==> src/rtl/adsub_pkg.sv <==
package adsub_pkg;

  // Strobes from the mode control into the bit chain.
  typedef struct packed {
    logic invertB;       // complement the second operand
    logic cellCarryIn;   // raw carry entering the lowest cell
    logic flipCarryOut;  // turn the raw carry into carry/borrow polarity
  } adsubStrobes_t;

endpackage

==> src/rtl/adsub_fa.sv <==
module adsub_fa (
  input  logic x,
  input  logic y,
  input  logic ci,
  output logic s,
  output logic co
);
  assign s  = x ^ y ^ ci;
  assign co = (x & y) | (ci & (x ^ y));
endmodule

==> src/rtl/adsub_ctrl.sv <==
module adsub_ctrl
  import adsub_pkg::*;
(
  input  logic          subMode,
  input  logic          carryIn,
  output adsubStrobes_t strobes
);
  // The external carry is mode-relative. A subtracting slice with no
  // borrow-in therefore feeds a one into its lowest cell.
  always_comb begin
    strobes              = '0;
    strobes.invertB      = subMode;
    strobes.cellCarryIn  = carryIn ^ subMode;
    strobes.flipCarryOut = subMode;
  end
endmodule

==> src/rtl/adsub_datapath.sv <==
module adsub_datapath
  import adsub_pkg::*;
#(
  parameter int SLICE_W = 4
) (
  input  logic [SLICE_W-1:0] opA,
  input  logic [SLICE_W-1:0] opB,
  input  adsubStrobes_t      strobes,
  output logic [SLICE_W-1:0] result,
  output logic               carryOut,
  output logic               overflow
);
  localparam int MSB = SLICE_W - 1;

  logic [SLICE_W-1:0] bEff;
  logic [SLICE_W:0]   chain;

  // Fully combinational inversion: every bit is assigned on every path.
  assign bEff     = opB ^ {SLICE_W{strobes.invertB}};
  assign chain[0] = strobes.cellCarryIn;

  for (genvar i = 0; i < SLICE_W; i++) begin : g_cell
    adsub_fa u_fa (
      .x (opA[i]),
      .y (bEff[i]),
      .ci(chain[i]),
      .s (result[i]),
      .co(chain[i+1])
    );
  end

  assign overflow = chain[MSB] ^ chain[SLICE_W];
  assign carryOut = chain[SLICE_W] ^ strobes.flipCarryOut;
endmodule

==> src/rtl/adsub_slice.sv <==
module adsub_slice
  import adsub_pkg::*;
#(
  parameter int SLICE_W = 4
) (
  input  logic [SLICE_W-1:0] opA,
  input  logic [SLICE_W-1:0] opB,
  input  logic               subMode,
  input  logic               carryIn,
  output logic [SLICE_W-1:0] result,
  output logic               carryOut,
  output logic               overflow
);
  adsubStrobes_t strobes;

  adsub_ctrl u_ctrl (
    .subMode(subMode),
    .carryIn(carryIn),
    .strobes(strobes)
  );

  adsub_datapath #(.SLICE_W(SLICE_W)) u_dp (
    .opA     (opA),
    .opB     (opB),
    .strobes (strobes),
    .result  (result),
    .carryOut(carryOut),
    .overflow(overflow)
  );
endmodule

==> src/rtl/adsub_cascade.sv <==
module adsub_cascade #(
  parameter int SLICE_W = 4,
  parameter int SLICES  = 2
) (
  input  logic [SLICE_W*SLICES-1:0] opA,
  input  logic [SLICE_W*SLICES-1:0] opB,
  input  logic                      subMode,
  input  logic                      carryIn,
  output logic [SLICE_W*SLICES-1:0] result,
  output logic                      carryOut,
  output logic                      overflow
);
  localparam int W = SLICE_W * SLICES;

  // Carries between slices are in carry/borrow polarity. Each slice
  // re-applies the mode on entry and on exit.
  logic [SLICES:0]   linkCarry;
  logic [SLICES-1:0] sliceOvf;

  assign linkCarry[0] = carryIn;

  for (genvar s = 0; s < SLICES; s++) begin : g_slice
    adsub_slice #(.SLICE_W(SLICE_W)) u_slice (
      .opA     (opA[s*SLICE_W +: SLICE_W]),
      .opB     (opB[s*SLICE_W +: SLICE_W]),
      .subMode (subMode),
      .carryIn (linkCarry[s]),
      .result  (result[s*SLICE_W +: SLICE_W]),
      .carryOut(linkCarry[s+1]),
      .overflow(sliceOvf[s])
    );
  end

  assign carryOut = linkCarry[SLICES];
  assign overflow = sliceOvf[SLICES-1];
endmodule

==> config.mk <==
export PLATFORM = sky130hd
export DESIGN_NAME = adsub_cascade
export DESIGN_NICKNAME = d
export VERILOG_FILES = /design/src/rtl/adsub_pkg.sv /design/src/rtl/adsub_fa.sv /design/src/rtl/adsub_ctrl.sv /design/src/rtl/adsub_datapath.sv /design/src/rtl/adsub_slice.sv /design/src/rtl/adsub_cascade.sv
export SDC_FILE = /design/constraint.sdc
export NUM_CORES = 1
export LEC_CHECK = 0
export BUFFER_PORTS_ARGS = -buffer_cell sky130_fd_sc_hd__buf_4
export CELL_PAD_IN_SITES_DETAIL_PLACEMENT = 0
export CELL_PAD_IN_SITES_GLOBAL_PLACEMENT = 1
export CORE_MARGIN = 2
export CORE_UTILIZATION = 30
export DETAILED_ROUTE_END_ITERATION = 8
export PLACE_DENSITY = 0.83
export SLEW_MARGIN = 0
export SYNTH_ARGS = -nofsm -noshare
export SYNTH_HDL_FRONTEND = slang
export SYNTH_SLANG_ARGS = --single-unit
==> constraint.sdc <==
create_clock -name vclk -period 4.8
set_input_delay 0.24 -clock vclk [all_inputs]
set_output_delay 0.24 -clock vclk [all_outputs]
set_load 0.02 [all_outputs]
==> impl_metrics.env <==
export IMPL_worst_endpoint_required_ps=4560
export IMPL_netSwitchingPower_mw=0.0664
export IMPL_count_of_input_and_output_buffers=28
export IMPL_internal_power_mw=0.0594
export IMPL_timing_final_crit_share_pct=88.7
export IMPL_core_rowCount=13
export IMPL_worst_path_max_fanout=10
export IMPL_dpl_hpwl_um=609
export IMPL_worst_slew_pin_slew_ps=203
export IMPL_post_cts_resize_count=0
export IMPL_synth_cell_type_count=8
export IMPL_sw_frac_of_total_pct=52.8
export IMPL_clkPwrFrac_pct=0
export IMPL_antenna_cells_inserted=0
export IMPL_finalSetupViolations=0
export IMPL_period_minus_slack_ps=4260
export IMPL_hold_class="input pin to output port"
export IMPL_final_cells=78
export IMPL_timing_final_hold_violations=0
export IMPL_fmax_ghz=0.235
export IMPL_startpoint_type="input pin"
export IMPL_grt_use_total_pct=7.88
export IMPL_grt_pass1_vias=261
export IMPL_finalMaxSlewViolations=0
export IMPL_grt_setup_unrepaired="false"
export IMPL_drc=0
export IMPL_yosysMostFrequentCell="inv_1"
export IMPL_synth_seq_area_share_pct=0
export IMPL_layout_cell_share_with_drive_strength_beyond_1_pct=46.0
export IMPL_pwr_density_cell_nw_per_um2=228
export IMPL_cap_violations=0
export IMPL_area_share_of_the_leading_cell_type_in_the_synthesized_netlist_pct=40.1
export IMPL_gp_routability_congestion=0.563
export IMPL_synthesis_yosys_warnings=0
export IMPL_die_width_um=40.5
export IMPL_routedWlPerCell_um=8.14
export IMPL_totalNegativeSetupSlack_ps=0
export IMPL_drtPass1Iterations=1
export IMPL_postCtsSetupBuffers=0
export IMPL_design_die_area_um2=1640
export IMPL_synthesis_instances=45
export IMPL_final_clkbuf_count=0
export IMPL_share_comb_of_total_power_pct=100.0
export IMPL_sequential_cell_total=0
export IMPL_number_of_antenna_violations_at_the_first_check_in_global_routing=0
export IMPL_timing_critical_path_arrival_ps=4020
export IMPL_status="finished clean"
export IMPL_placedCellCount=78
export IMPL_dr_first_iter_drc_count=0
export IMPL_synth_top_cells_by_count="inv_1 (16), xnor2_1 (9), buf_4 (8), fa_1 (8)"
export IMPL_initial_utilization_pct=31.5
export IMPL_final_critical_path_setup_slack_ps=542
export IMPL_seqPwrFrac_pct=0
export IMPL_die_height_um=40.5
export IMPL_pre_cts_slack_ps=493
export IMPL_ctsHoldBuffers=0
export IMPL_detailroute_via_count=301
export IMPL_core_area_um2=1270
export IMPL_syn_area_per_cell_um2=8.87
export IMPL_num_io_pins=28
export IMPL_syn_to_final_growth_pct=38.6
export IMPL_ff_latch_area_um2=0
export IMPL_synth_top_area_cell="fa_1"
export IMPL_gr_total_overflow=0
export IMPL_timing_slew_headroom_pct=86.3
export IMPL_critical_path_start_end_classification="input pin to output port"
export IMPL_post_synth_main_area_contributors="fa_1 (40%), xnor2_1 (20%), buf_4 (15%)"
export IMPL_netlist_area_um2=399
export IMPL_cp_end_kind="output port"
export IMPL_detail_route_vias_per_cell=3.86
export IMPL_wirelength_um=635
export IMPL_leakage_nw=0.307
export IMPL_hold_ws_ps=851
export IMPL_first_pass_grt_wire_length_um=910
export IMPL_finish_utilization_pct=43.6
export IMPL_grt_max_degree=11
export IMPL_ant_nets=0
export IMPL_peakVddDrop_v=0.0000798
export IMPL_final_nets=91
export IMPL_mappedNetlistNets=71
-- power by group through the flow --
stage	sequential, mW	clock [mW]	combinational [mW]
floorplan	0	0	0.102
global placement	0	0	0.126
detailed placement	0	0	0.129
CTS	0	0	0.129
global route	0	0	0.140
finish	0	0	0.126
-- cell type report --
class              instances  area, µm²
multi-input cells         19        264
repair buffers            28        210
well taps                 15       18.8
inverters                 16       60.1
fillers                  142        716
-- critical path: stages --
cell	delay, ps
buf_4	180
xnor2_1	160
fa_1	420
fa_1	390
fa_1	390
fa_1	400
fa_1	360
inv_1	70
fa_1	150
inv_1	50
fa_1	410
fa_1	460
xor2_1	180
buf_4	160
-- stage by stage --
stage | instance area (µm²) | power (mW)
after floorplan | 399 | 0.102
after global placement | 553 | 0.126
after detailed placement | 553 | 0.129
after CTS | 553 | 0.129
after global routing | 553 | 0.140
final | 553 | 0.126
-- layer usage --
layer | wire length [µm] | GRT usage, %
met3 | 66 | 0.556
met1 | 198 | 8.00
met4 | 0 | 0
met2 | 370 | 17.5
met5 | 0 | 0
-- cell usage in the layout, fill, tap and decap left out --
master / count
xor2_2: 1
inv_1: 16
buf_4: 28
xor2_1: 1
xnor2_1: 9
fa_1: 8
-- cells by family (layout without fill, tap and decap cells) --
logic type	count (synthesis)	after routing	share of synthesized area, %
buf+inv	26	44	33.9
xor+xnor	11	11	26.0
fa+ha+maj	8	8	40.1
-- worst paths after layout --
path              startpoint         to  slack (ps)  cells past startpoint
setup / recovery     subMode   overflow         540                     14
hold / removal        opA[5]  result[5]         850                      3
Note: power is estimated with default switching activity, not from simulation.
